===== src/rtl/sha512_sched_fin_pkg.sv =====
package sha512_sched_fin_pkg;

    parameter int WORD_W    = 64;
    parameter int NUM_LANES = 4;
    localparam int DATA_W   = WORD_W * NUM_LANES;
    localparam int HALF     = NUM_LANES / 2;

    // sigma1 constants
    parameter int ROT_FIRST  = 19;
    parameter int ROT_SECOND = 61;
    parameter int SHR_AMT    = 6;

    typedef logic [WORD_W-1:0] word_t;
    typedef word_t [NUM_LANES-1:0] vec_t;
    typedef word_t [HALF-1:0] half_t;

    // Carried between the two adder levels
    typedef struct packed {
        half_t a_upper;
        half_t lo_done;
    } mid_t;
    localparam int MID_W = $bits(mid_t);

    // Rotate right by a constant: pure wiring
    function automatic word_t rotr(input word_t x, input int n);
        int m;
        m = n % WORD_W;
        if (m == 0) return x;
        return (x >> m) | (x << (WORD_W - m));
    endfunction

    function automatic word_t sigma1(input word_t x);
        return rotr(x, ROT_FIRST) ^ rotr(x, ROT_SECOND) ^ (x >> SHR_AMT);
    endfunction

endpackage


===== src/rtl/sha512_sched_lo.sv =====
// First adder level: result lanes 0 and 1 from operand A and B upper lanes.
module sha512_sched_lo
    import sha512_sched_fin_pkg::*;
(
    input  half_t a_lower,
    input  half_t b_upper,
    output half_t lo_done
);
    for (genvar i = 0; i < HALF; i++) begin : g_lane
        assign lo_done[i] = a_lower[i] + sigma1(b_upper[i]);
    end
endmodule


===== src/rtl/sha512_sched_hi.sv =====
// Second adder level: result lanes 2 and 3 chained on lanes 0 and 1.
module sha512_sched_hi
    import sha512_sched_fin_pkg::*;
(
    input  half_t a_upper,
    input  half_t lo_done,
    output half_t hi_done
);
    for (genvar i = 0; i < HALF; i++) begin : g_lane
        assign hi_done[i] = a_upper[i] + sigma1(lo_done[i]);
    end
endmodule


===== src/rtl/sha512_sched_stage.sv =====
// One valid/ready register stage; data is not reset.
module sha512_sched_stage #(
    parameter int W = 64
) (
    input  logic         clk,
    input  logic         rst,
    input  logic         up_valid,
    output logic         up_ready,
    input  logic [W-1:0] up_data,
    output logic         dn_valid,
    input  logic         dn_ready,
    output logic [W-1:0] dn_data
);
    logic         vld_q;
    logic [W-1:0] dat_q;

    assign up_ready = !vld_q || dn_ready;
    assign dn_valid = vld_q;
    assign dn_data  = dat_q;

    always_ff @(posedge clk) begin
        if (rst) begin
            vld_q <= 1'b0;
        end else if (up_ready) begin
            vld_q <= up_valid;
        end
    end

    always_ff @(posedge clk) begin
        if (up_valid && up_ready) begin
            dat_q <= up_data;
        end
    end


    stall_keeps_valid_chk: assert property (@(posedge clk) disable iff (rst)
        (dn_valid && !dn_ready) |=> dn_valid);


    stall_keeps_data_chk: assert property (@(posedge clk) disable iff (rst)
        (dn_valid && !dn_ready) |=> $stable(dn_data));

endmodule


===== src/rtl/sha512_sched_fin.sv =====
module sha512_sched_fin
    import sha512_sched_fin_pkg::*;
#(
    parameter bit MID_REG = 1'b0
) (
    input  logic              clk,
    input  logic              rst,
    input  logic              in_valid,
    output logic              in_ready,
    input  logic [DATA_W-1:0] in_a,
    input  logic [DATA_W-1:0] in_b,
    output logic              out_valid,
    input  logic              out_ready,
    output logic [DATA_W-1:0] out_data
);
    vec_t  a_v, b_v;
    half_t lo_now;
    mid_t  mid_in, mid_out;
    logic  mid_valid, mid_ready;
    half_t hi_now;
    vec_t  res_v;
    logic  b_lo_unused;

    assign a_v = in_a;
    assign b_v = in_b;
    assign b_lo_unused = ^b_v[HALF-1:0];   // lower B lanes unused

    sha512_sched_lo u_lo (
        .a_lower (a_v[HALF-1:0]),
        .b_upper (b_v[NUM_LANES-1:HALF]),
        .lo_done (lo_now)
    );

    assign mid_in.a_upper = a_v[NUM_LANES-1:HALF];
    assign mid_in.lo_done = lo_now;

    if (MID_REG) begin : g_mid
        logic [MID_W-1:0] mid_q;
        sha512_sched_stage #(.W(MID_W)) u_mid (
            .clk      (clk),
            .rst      (rst),
            .up_valid (in_valid),
            .up_ready (in_ready),
            .up_data  (mid_in),
            .dn_valid (mid_valid),
            .dn_ready (mid_ready),
            .dn_data  (mid_q)
        );
        assign mid_out = mid_t'(mid_q);
    end else begin : g_flat
        assign mid_valid = in_valid;
        assign in_ready  = mid_ready;
        assign mid_out   = mid_in;
    end

    sha512_sched_hi u_hi (
        .a_upper (mid_out.a_upper),
        .lo_done (mid_out.lo_done),
        .hi_done (hi_now)
    );

    assign res_v[HALF-1:0]         = mid_out.lo_done;
    assign res_v[NUM_LANES-1:HALF] = hi_now;

    sha512_sched_stage #(.W(DATA_W)) u_out (
        .clk      (clk),
        .rst      (rst),
        .up_valid (mid_valid),
        .up_ready (mid_ready),
        .up_data  (res_v),
        .dn_valid (out_valid),
        .dn_ready (out_ready),
        .dn_data  (out_data)
    );


    ready_low_only_on_stall_chk: assert property (@(posedge clk) disable iff (rst)
        !in_ready |-> (out_valid && !out_ready));


    reset_clears_out_chk: assert property (@(posedge clk)
        rst |=> !out_valid);


    if (MID_REG) begin : g_lat2
        accept_to_result_chk: assert property (@(posedge clk) disable iff (rst)
            (in_valid && in_ready) |=> ##1 out_valid);
    end else begin : g_lat1
        accept_to_result_chk: assert property (@(posedge clk) disable iff (rst)
            (in_valid && in_ready) |=> out_valid);
    end

endmodule


===== config.mk =====
export PLATFORM = sky130hd
export DESIGN_NAME = sha512_sched_fin
export DESIGN_NICKNAME = d
export VERILOG_FILES = /design/src/rtl/sha512_sched_fin_pkg.sv /design/src/rtl/sha512_sched_lo.sv /design/src/rtl/sha512_sched_hi.sv /design/src/rtl/sha512_sched_stage.sv /design/src/rtl/sha512_sched_fin.sv
export SDC_FILE = /design/constraint.sdc
export NUM_CORES = 1
export LEC_CHECK = 0
export ABC_AREA = 1
export BUFFER_PORTS_ARGS = -buffer_cell sky130_fd_sc_hd__buf_4
export CAP_MARGIN = 20
export CORE_AREA = 4 4 300 302
export DETAILED_ROUTE_END_ITERATION = 8
export DIE_AREA = 0 0 304 306
export GPL_TIMING_DRIVEN = 1
export SYNTH_ARGS = -nofsm -noshare
export SYNTH_HDL_FRONTEND = slang
export SYNTH_SLANG_ARGS = --single-unit
export TNS_END_PERCENT = 20

===== constraint.sdc =====
create_clock -name clk -period 41.3 [get_ports clk]
set_input_delay 2.065 -clock clk [delete_from_list [all_inputs] [get_ports clk]]
set_output_delay 2.065 -clock clk [all_outputs]
set_load 0.005 [all_outputs]

==> metrics <==
min cycle time layout=about 8 ns; Fin. Hold Viols=0; # rows=around 110; commonest cells after routing, fill and taps aside=1822 x nand2_1, 960 x inv_1, 653 x buf_4; met3 Use GR=0.0539; routability congestion estimate from global placement=between 1 and 1.5; fillers=between 9000 and 10000; Num CTS Buffers=31; CP max FO=5; fin worst setup slack=33.31 ns; Area Overhead vs Synth=21.6%; CTS resizes=0; Slew HR=0.248; area leader, netlist=edfxtp_1; met1 Usage GRT=0.491; First DRT Iteration DRCs=3708; die height=306 um; # Post-CTS Setup Buffers=0; Req. time, crit path=between 40 and 50 ns; slowest CP cell=a21boi_0; Crit Path Category=in2reg; pre-CTS setup slack=~33 ns; hold depth=2; share of the yosys chip area belonging to registers=0.226; Post-Syn Area=34200 sq um; Max stage delay on crit path=0.82 ns; unrepaired setup endpoints after global routing=no; Worst-Margin Slew=1.12 ns; Hold Buf Count CTS=0; Avg WL per Cell=23.3 um; synth warn=0; synthesized net count=6183; FF-to-FF path depth=3; CP arrival=between 8 and 9 ns; DRT Wirelength=169000 um; GRT Overall Usage=0.348; Core Box Area=87700 sq um; Worst setup SP type=input port; H-tree depth=1; CTS tree=done; CP most frequent cell=nand2_1; first-pass GRT wire length=between 200000 and 250000 um; vias in the first global route=35600; grt ovf=0; first-pass iteration count of the detailed router=6; ys flop type=edfxtp_1; Root Buffer=clkbuf_16; Post-synth EDFFs=256; #FFs+latches synth=approximately 260; Clk Latency, worst-skew pair=0.61 ns; Final Cycle Share=0.194; DRC violations left=0; Final Cell Area=41500 sq um; status=completed; Post-DRT Antenna Nets=0; Initial Util=0.390; clock skew=0.0171 ns; largest buffer count on any clock path=3; largest net degree at the start of global routing=75; setup violators final=0; Levels on crit path=25; Yosys top cell area share=0.225; DPL Wire Length=152000 um; met2 Track Usage GR=0.547; total of max-cap violations=0; fmax=~130 MHz; total negative slack=0 ns; synth top area cells=edfxtp_1 23%, nand2_1 20%, inv_1 11%; pwr/cell area=roughly 76 nW/um^2; busiest grt layer=met2; layout cells sized above 1=0.134; DR vias/cell=5.22; die width=304 um; io pins=slightly below 800; Worst Hold Class=reg2reg; Syn Area/Cell=6.33 sq um; reg-to-reg slack, setup=just under 40 ns; CTS clk-pin slew, worst paths=0.06 ns; CP endpoint kind=flip-flop; nets@finish=6868; Worst path top cell family by delay=compound AO/OA/AOI/OAI gates; P_leak=22.1 nW; clock sinks=257; total die area=93000 sq um; Vias=38000; Mapped Cells=5395; Buf+Inv Stages, Crit Path=4; DP Area=40500 sq um; Yosys cell types=47; initial antenna violation count=8; I/O Buffers=645; ys async rst share=0; Slew Viols, Final=0; maximum vdd drop=48.2 uV; commonest non-fill, non-tap cell in the layout=nand2_1
[where the power goes]
group          switching [mW]  leakage, nW  internal (mW)
registers              0.0426         2.49          0.477
logic                    1.61         19.1          0.760
clock network           0.117        0.480          0.156
[worst register-to-register path, stage by stage, from the launching register on]
cell and delay, ns:
dfxtp_1 0.34, a21oi_4 0.60, buf_4 0.71, buf_4 0.71
[Yosys cell counts, types with 16 or more instances]
cell and number:
nand2_1 1822, inv_1 960, nor2_1 441, nand3_1 340, a21oi_1 303, xor2_1 290, ha_1 268, edfxtp_1 256
xnor2_1 194, o21ai_0 147, o21bai_1 52, nand2_2 42, nor3_1 42, nand4_1 41, a31oi_1 25, a21o_1 23
xor2_2 16
[through the flow]
stage	power, mW	cells	util	hold slack, ns
6_report	3.16	7272	0.474	0.547
3_3_place_gp	2.83	7212	0.462	0.529
2_1_floorplan	1.90	5395	-	0.507
4_1_cts	3.12	7268	0.474	0.544
3_5_place_dp	2.83	7212	0.462	0.536
5_1_grt	3.37	7268	0.474	0.594
[layout make-up]
type | instances | area, sq um | area share
Antenna cell | 4 | 10.0 | 0.000241
Sequential cell | 257 | 7710 | 0.186
Tap cell | 1165 | 1460 | 0.0351
Multi-Input combinational cell | 4164 | 22800 | 0.549
Inverter | 973 | 3650 | 0.0879
Clock buffer | 36 | 795 | 0.0191
Timing Repair Buffer | 653 | 4900 | 0.118
Clock inverter | 20 | 199 | 0.00479
[sequential cells by signal, summed over array words and instances (netlist names)]
register / flops
u_out.dn_data: 256
u_out.dn_valid: 1
[kinds of logic after synthesis]
logic type / count (synthesis) / synth area share
and+or+nand+nor: 2797 / 0.336
DFF: 257 / 0.226
adders and majority gates: 272 / 0.100
buffers and inverters: 974 / 0.107
AOI/OAI and AO/OA: 590 / 0.0958
xor gates and xnor gates: 505 / 0.135
[final timing paths]
| kind | startpoint | to |
|---|---|---|
| setup reg to reg | u_out.dn_valid | u_out.dn_data[0] |
| setup / recovery | in_b[203] | u_out.dn_data[255] |
| hold / removal | u_out.dn_valid | u_out.dn_valid |
| hold reg to reg | u_out.dn_valid | u_out.dn_valid |
[layer usage]
| layer | up-vias | wire length (um) | part of all wire |
|---|---|---|---|
| met3 | 298 | 14200 | 0.084 |
| li1 | 18400 | - | - |
| met5 | - | 47 | 0.00028 |
| met4 | 6 | 6540 | 0.039 |
| met2 | 1707 | 73200 | 0.43 |
| met1 | 17600 | 75500 | 0.45 |
(Power assumes the default switching activity.)
